File: config.mk
export PLATFORM = sky130hd
export DESIGN_NAME = phase_gate_sequencer
export DESIGN_NICKNAME = d
export VERILOG_FILES = /design/src/rtl/gs_pkg.sv /design/src/rtl/gs_wait_timer.sv /design/src/rtl/gs_fault_arbiter.sv /design/src/rtl/gs_seq_fsm.sv /design/src/rtl/gs_gate_decode.sv /design/src/rtl/phase_gate_sequencer.sv
export SDC_FILE = /design/constraint.sdc
export NUM_CORES = 1
export LEC_CHECK = 0
export BUFFER_PORTS_ARGS = -buffer_cell sky130_fd_sc_hd__clkbuf_2
export CAP_MARGIN = 10
export CORE_AREA = 8 8 45 47
export DETAILED_ROUTE_END_ITERATION = 16
export DIE_AREA = 0 0 53 55
export PLACE_DENSITY_LB_ADDON = 0.2
export RECOVER_POWER = 50
export SYNTH_ARGS = -nofsm -noshare
export SYNTH_HDL_FRONTEND = slang
export SYNTH_HIERARCHICAL = 1
export SYNTH_SLANG_ARGS = --single-unit
File: constraint.sdc
create_clock -name clk -period 4.1 [get_ports clk]
set_input_delay 0 -clock clk [delete_from_list [all_inputs] [get_ports clk]]
set_output_delay 0 -clock clk [all_outputs]
set_load 0.01 [all_outputs]
File: src/rtl/gs_pkg.sv
// Package: shared state encoding for the phase gate sequencer.
// Assumes nothing beyond a 3-bit state register.
package gs_pkg;
    typedef enum logic [2:0] {
        ST_IDLE     = 3'd0,
        ST_HS_ON    = 3'd1,
        ST_WAIT_SW  = 3'd2,
        ST_LS_ON    = 3'd3,
        ST_WAIT_LG  = 3'd4,
        ST_HS_DLY   = 3'd5,
        ST_OC_HOLD  = 3'd6,
        ST_OV_LATCH = 3'd7
    } seq_state_t;
endpackage

File: src/rtl/gs_wait_timer.sv
// gs_wait_timer: dwell counter for the sequencer states.
// Cleared whenever the state changes and saturating at all ones. It
// reports when the flag-wait limit and the fixed turn-on delay are reached.
// Assumes WAIT_MAX and DLY_CYC are at least 1 and fit in CNT_W bits.
module gs_wait_timer #(
    parameter int CNT_W    = 4,
    parameter int WAIT_MAX = 8,
    parameter int DLY_CYC  = 3
) (
    input  logic clk,
    input  logic rst_n,
    input  logic restart,
    output logic tmo_hit,
    output logic dly_hit
);
    localparam logic [CNT_W-1:0] TMO_LAST = CNT_W'(WAIT_MAX - 1);
    localparam logic [CNT_W-1:0] DLY_LAST = CNT_W'(DLY_CYC - 1);

    logic [CNT_W-1:0] cnt_q;

    // Count cycles spent in the current state, saturating.
    always_ff @(posedge clk) begin
        if (!rst_n || restart) begin
            cnt_q <= '0;
        end else if (cnt_q != {CNT_W{1'b1}}) begin
            cnt_q <= cnt_q + 1'b1;
        end
    end

    // Compare the dwell count against both limits.
    always_comb begin
        tmo_hit = (cnt_q == TMO_LAST);
        dly_hit = (cnt_q == DLY_LAST);
    end

    // A restart always brings the count back to zero for the next cycle.
    assert_timer_restart_R4: assert property (@(posedge clk) disable iff (!rst_n)
        restart |=> (cnt_q == '0));
endmodule

File: src/rtl/gs_fault_arbiter.sv
// gs_fault_arbiter: ranks the fault overrides.
// The over-voltage condition (a fresh trip or the held latch) beats
// overcurrent, and overcurrent beats normal switching.
// Assumes the trip inputs are already synchronous to clk.
module gs_fault_arbiter (
    input  logic ov_trip,
    input  logic oc_trip,
    input  logic ov_held,
    output logic go_ov,
    output logic go_oc
);
    // Apply the fixed priority between the two overrides.
    always_comb begin
        go_ov = ov_trip | ov_held;
        go_oc = oc_trip & ~go_ov;
    end
endmodule

File: src/rtl/gs_seq_fsm.sv
// gs_seq_fsm: state register and transition logic of the sequencer.
// Normal switching closes the dead time on the node and gate flags, and
// each wait falls through on timeout. The fault overrides come from the
// arbiter. The soft-start request is registered from the overcurrent-hold exit.
module gs_seq_fsm
    import gs_pkg::*;
(
    input  logic       clk,
    input  logic       rst_n,
    input  logic       hs_req,
    input  logic       sw_low,
    input  logic       lg_low,
    input  logic       cur_zero,
    input  logic       go_ov,
    input  logic       go_oc,
    input  logic       tmo_hit,
    input  logic       dly_hit,
    output seq_state_t state_q,
    output logic       restart,
    output logic       ss_q
);
    seq_state_t state_d;
    logic       oc_exit;

    // Choose the next state: faults first, then the switching sequence.
    always_comb begin
        state_d = state_q;
        oc_exit = 1'b0;
        if (go_ov) begin
            state_d = ST_OV_LATCH;
        end else if (go_oc) begin
            state_d = ST_OC_HOLD;
        end else begin
            unique case (state_q)
                ST_IDLE:    if (hs_req) state_d = ST_WAIT_LG;
                ST_HS_ON:   if (!hs_req) state_d = ST_WAIT_SW;
                ST_WAIT_SW: if (sw_low || tmo_hit) state_d = ST_LS_ON;
                ST_LS_ON:   if (hs_req) state_d = ST_WAIT_LG;
                ST_WAIT_LG: begin
                    if (!hs_req)                state_d = ST_LS_ON;
                    else if (lg_low || tmo_hit) state_d = ST_HS_DLY;
                end
                ST_HS_DLY: begin
                    if (!hs_req)      state_d = ST_LS_ON;
                    else if (dly_hit) state_d = ST_HS_ON;
                end
                ST_OC_HOLD: begin
                    if (cur_zero) begin
                        state_d = ST_IDLE;
                        oc_exit = 1'b1;
                    end
                end
                ST_OV_LATCH: state_d = ST_OV_LATCH;
                default:     state_d = ST_IDLE;
            endcase
        end
        restart = (state_d != state_q);
    end

    // Hold the state and the one-cycle soft-start request.
    always_ff @(posedge clk) begin
        if (!rst_n) begin
            state_q <= ST_IDLE;
            ss_q    <= 1'b0;
        end else begin
            state_q <= state_d;
            ss_q    <= oc_exit;
        end
    end

    // Once latched, over-voltage is left only through reset.
    assert_ov_sticky_R9: assert property (@(posedge clk) disable iff (!rst_n)
        (state_q == ST_OV_LATCH) |=> (state_q == ST_OV_LATCH));

    // A soft-start request follows a zero-current sample in the hold.
    assert_ss_cause_R8: assert property (@(posedge clk) disable iff (!rst_n)
        ss_q |-> ($past(state_q) == ST_OC_HOLD && $past(cur_zero)));

    // A low node flag in the node wait, with no fault, reaches the lower switch.
    assert_sw_flag_exit_R3: assert property (@(posedge clk) disable iff (!rst_n)
        (state_q == ST_WAIT_SW && sw_low && !go_ov && !go_oc) |=> (state_q == ST_LS_ON));
endmodule

File: src/rtl/gs_gate_decode.sv
// gs_gate_decode: turns the sequencer state into the gate enables and the
// current-sense strobe. Outputs depend only on the state register, so
// they change only on a clock edge.
module gs_gate_decode
    import gs_pkg::*;
(
    input  seq_state_t state_q,
    output logic       hs_en,
    output logic       ls_en,
    output logic       isense_ok
);
    // Map each state to its gate pattern.
    always_comb begin
        hs_en     = 1'b0;
        ls_en     = 1'b0;
        isense_ok = 1'b0;
        unique case (state_q)
            ST_HS_ON: hs_en = 1'b1;
            ST_LS_ON, ST_OC_HOLD, ST_OV_LATCH: begin
                ls_en     = 1'b1;
                isense_ok = 1'b1;
            end
            default: ;
        endcase
    end
endmodule

File: src/rtl/phase_gate_sequencer.sv
// phase_gate_sequencer: top of the adaptive dead-time gate sequencer for
// one buck phase. Assumes all comparator flags and trips are synchronous
// to clk. rst_n models the supply-cycle reset that clears over-voltage.
module phase_gate_sequencer
    import gs_pkg::*;
#(
    parameter int WAIT_MAX   = 8,
    parameter int HS_DLY_CYC = 3
) (
    input  logic clk,
    input  logic rst_n,
    input  logic hs_req,
    input  logic sw_node_low,
    input  logic lo_gate_low,
    input  logic oc_trip,
    input  logic cur_zero,
    input  logic ov_trip,
    output logic hs_gate_en,
    output logic ls_gate_en,
    output logic isense_valid,
    output logic softstart_req
);
    localparam int LIMIT = (WAIT_MAX > HS_DLY_CYC) ? WAIT_MAX : HS_DLY_CYC;
    localparam int CNT_W = $clog2(LIMIT + 1);

    seq_state_t state_q;
    logic       restart;
    logic       tmo_hit;
    logic       dly_hit;
    logic       go_ov;
    logic       go_oc;
    logic       ov_held;
    logic       armed_q;

    // Flag the held over-voltage state for the arbiter.
    always_comb ov_held = (state_q == ST_OV_LATCH);

    gs_fault_arbiter u_arb (
        .ov_trip (ov_trip),
        .oc_trip (oc_trip),
        .ov_held (ov_held),
        .go_ov   (go_ov),
        .go_oc   (go_oc)
    );

    gs_wait_timer #(
        .CNT_W    (CNT_W),
        .WAIT_MAX (WAIT_MAX),
        .DLY_CYC  (HS_DLY_CYC)
    ) u_timer (
        .clk     (clk),
        .rst_n   (rst_n),
        .restart (restart),
        .tmo_hit (tmo_hit),
        .dly_hit (dly_hit)
    );

    gs_seq_fsm u_fsm (
        .clk      (clk),
        .rst_n    (rst_n),
        .hs_req   (hs_req),
        .sw_low   (sw_node_low),
        .lg_low   (lo_gate_low),
        .cur_zero (cur_zero),
        .go_ov    (go_ov),
        .go_oc    (go_oc),
        .tmo_hit  (tmo_hit),
        .dly_hit  (dly_hit),
        .state_q  (state_q),
        .restart  (restart),
        .ss_q     (softstart_req)
    );

    gs_gate_decode u_dec (
        .state_q   (state_q),
        .hs_en     (hs_gate_en),
        .ls_en     (ls_gate_en),
        .isense_ok (isense_valid)
    );

    // Mark the cycles whose history lies entirely after reset.
    always_ff @(posedge clk) begin
        armed_q <= rst_n;
    end

    assert_no_overlap_R11: assert property (@(posedge clk) disable iff (!rst_n)
        !(hs_gate_en && ls_gate_en));

    assert_dead_before_hs_R2: assert property (@(posedge clk) disable iff (!rst_n)
        (armed_q && $rose(hs_gate_en)) |-> !$past(ls_gate_en));

    assert_ls_after_hs_off_R3: assert property (@(posedge clk) disable iff (!rst_n)
        (armed_q && $rose(ls_gate_en) && !$past(oc_trip) && !$past(ov_trip))
            |-> !$past(hs_gate_en));

    assert_ov_wins_R10: assert property (@(posedge clk) disable iff (!rst_n)
        (armed_q && $past(ov_trip)) |-> (ls_gate_en && !hs_gate_en && !softstart_req));

    assert_isense_track_R7: assert property (@(posedge clk) disable iff (!rst_n)
        isense_valid == ls_gate_en);
endmodule

==> results.rst <==
.. list-table::
   :header-rows: 1

   * - Metric
     - Value
   * - Result of the run
     - complete, no violations
   * - Initial antenna violation count
     - 0
   * - Area fraction in compound gates after synthesis
     - 29.1%
   * - Post-Route Setup TNS
     - 0 ns
   * - Prevailing post-synth register cell
     - dfxtp_1
   * - Final routed wire length divided by cell count
     - 14.5 um
   * - Antenna-violating nets left
     - 0
   * - Count of different cell masters after synthesis
     - 37
   * - Xor-xnor portion of the synthesized cell area
     - 0%
   * - Most used standard cells in the synthesized netlist
     - dfxtp_1, nor2_1, a21oi_1, nand2_1, nand2b_1
   * - Weighted congestion reported at the end of routability-driven placement
     - 0.871
   * - Total die area
     - 2920 um^2
   * - Share of the core filled with cells
     - 49.4%
   * - Wire length of the first global-routing pass
     - 2530 um
   * - Worst slew slack as a fraction of its limit
     - 71.3%
   * - Max Clock Freq
     - 399 MHz
   * - Share of synthesized area spent on multiplexers
     - 0%
   * - Min Tclk post-route
     - 2.51 ns
   * - Worst clock skew
     - 0.00511 ns
   * - Drc violations
     - 0
   * - Maximum number of pins on one net before global-route repair
     - 15
   * - Dominant combinational cell family by area after synthesis
     - simple AND/OR/NAND/NOR gates
   * - Width of the die
     - 53 um
   * - Via density per instance
     - 5.96
   * - Adder-cell share of the synthesized area
     - 3.95%
   * - Area Growth Syn to Fin
     - 7.91%
   * - Post_cts resized
     - 0
   * - Data required time of the worst path
     - 4.28 ns
   * - Cell type with the largest total area after synthesis
     - dfxtp_1
   * - Share of the synthesized area in the top cell type
     - 25.3%
   * - H-tree levels
     - 1
   * - Final number of max-transition violations
     - 0
   * - Detailed Place HPWL
     - 1000 um
   * - Element type at the critical path start
     - flip-flop
   * - Net total in the final layout
     - 100
   * - Aggregate global routing overflow
     - 0
   * - Simple-gate area share of the yosys netlist
     - 32.6%
   * - Post-Synthesis Mean Instance Area
     - 7.91 um^2
   * - Design Area, Final
     - 683 um^2
   * - Count of vias placed by the detailed router
     - 620
   * - Crit Path Max Fanout
     - 14
   * - Worst hold-check path type
     - input port to flip-flop
   * - Number of input and output port buffers inserted
     - 11
   * - TritonCTS clock tree
     - built
   * - Ys async rst share
     - 0%
   * - Num Clock Sinks
     - 8
   * - Fraction of layout instances using a drive strength above 1
     - 20.5%
   * - Synth Warn #
     - 6
   * - Max clock buf depth
     - 2
   * - Register bit count reported by yosys
     - 8
   * - Final hold vios
     - 0
   * - Most numerous cell in the Yosys netlist
     - dfxtp_1
   * - Total of hold buffers inserted after clock tree synthesis
     - 0
   * - Kind of end point of the critical path
     - flip-flop
   * - Clock slew seen by the registers of the worst setup and hold paths
     - 0.06 ns
   * - Nets in the synthesized netlist
     - 90
   * - Min Hold Slack
     - 0.00448 ns
   * - Number of buffers created by CTS
     - 3
   * - Transition time at the pin with the least slew margin
     - 0.429 ns
   * - Buffer count from post-CTS setup fixing
     - 0
   * - Power per cell area
     - 300 nW/um^2
   * - Core footprint
     - 1380 um^2
   * - Post-route clock period utilization
     - 61.2%
   * - Root Driver
     - clkbuf_4
   * - Iteration-0 DRC Markers
     - 21
   * - Final cell count without fillers
     - 104
   * - Number of I/O pins
     - 12
   * - Worst-Skew Late Latency
     - 0.26 ns
   * - Global Route Usage Sum
     - 11.4%
   * - Effective utilization at floorplan
     - 45.8%
   * - Max IR drop VDD
     - 117 uV
   * - # Max-Cap Violations
     - 0
   * - Area contributors post-synth
     - dfxtp_1, nand2b_1, a21oi_1
   * - P_leak
     - 0.265 nW
   * - Total of endpoints with negative setup slack in the final report
     - 0
   * - Cells after DPL
     - 101
   * - Mapped Cells
     - 80
   * - Via count of the first global-routing pass
     - 554
   * - Total standard cell area after synthesis
     - 633 um^2
   * - Routed Wire Length
     - 1510 um
   * - Data arrival, critical path
     - 2.69 ns
   * - Fraction of the yosys area taken by sequential cells
     - 25.3%
   * - Row count
     - 14
   * - Die Span Y
     - 55 um
   * - Detailed-routing iteration count for the pre-antenna-repair pass
     - 4
   * - Total placed instance area
     - 669 um^2
   * - Setup Crit Path Kind
     - flip-flop to flip-flop
   * - Setup repair after global routing missed its margin
     - false
   * - Fillcell total
     - 152
   * - Count of flip-flops with a built-in enable after synthesis
     - 0
   * - Diodes inserted
     - 0
## cell type report
type / instances / area (um^2) / share of cell area (%)
clock buffer: 3 / 22.5 / 3.30
inverter: 3 / 11.3 / 1.65
multi-input combinational: 62 / 410 / 60.1
sequential: 8 / 160 / 23.4
tap: 16 / 20.0 / 2.93
timing repair buffer: 12 / 58.8 / 8.61
## routing by layer
layer | global-route usage, % | vias up | wire [um]
met3 | 1.60 | 4 | 85
met4 | 7.76 | 0 | 21
met1 | 15.9 | 279 | 708
li1 | - | 314 | -
met2 | 15.6 | 23 | 696
met5 | 0 | - | 0
## metrics by stage
step | worst slack, ns | power, mW
final | 1.59 | 0.205
after global routing | 1.37 | 0.217
after CTS | 1.60 | 0.205
after detailed placement | 1.67 | 0.141
after global placement | 1.72 | 0.140
after floorplan | 1.78 | 0.130
## worst paths after layout
path / from / to / slack, ns / cells after the start
max: u_fsm/state_q[1] / u_timer/cnt_q[3] / 1.59 / 9
min: rst_n / u_fsm/state_q[2] / 0.004 / 2
max reg2reg: u_fsm/state_q[1] / u_timer/cnt_q[3] / 1.59 / 9
min reg2reg: u_timer/cnt_q[1] / u_timer/cnt_q[1] / 0.56 / 2
## cells in the final DEF, fill, tap and decap left out, drive strengths merged, types with 2 or more instances in the layout
master / netlist / final
nand2b: 5 / 5
nand2: 5 / 5
clkbuf: 0 / 14
nand4: 2 / 2
o21a: 2 / 2
nand3: 3 / 3
ha: 2 / 2
a21boi: 2 / 2
a31oi: 2 / 2
o31a: 2 / 2
dfxtp: 8 / 8
nor3b: 3 / 3
o21ai: 5 / 5
inv: 3 / 3
nor2: 6 / 6
a31o: 2 / 2
a21oi: 5 / 5
## flip-flops by register name (all words and copies together), names as in the netlist
name,flops
u_fsm/state_q,3
u_timer/cnt_q,4
u_fsm/ss_q,1
## logic make-up (layout without fill, tap and decap cells)
family	count (synthesis)	after routing
simple gates	34	34
compound gates	26	26
buf+inv	10	18
flops	8	8
fa+ha+maj	2	2
## power by group
| group | leakage (nW) | switching [mW] | internal, mW | total [mW] |
|---|---|---|---|---|
| logic | 0.186 | 0.0254 | 0.0228 | 0.0482 |
| clock network | 0.0138 | 0.0311 | 0.0338 | 0.0649 |
| registers | 0.0656 | 0.0102 | 0.0814 | 0.0916 |
## critical path, cell delays in order, from the launching register on
cell,delay [ns]
dfxtp_1,0.58
and3_1,0.24
or2_1,0.28
or4b_1,0.16
a21oi_1,0.06
or3_1,0.36
a22oi_1,0.21
o311ai_1,0.13
nand2b_1,0.23
a211oi_2,0.17
(Power assumes the default switching activity.)
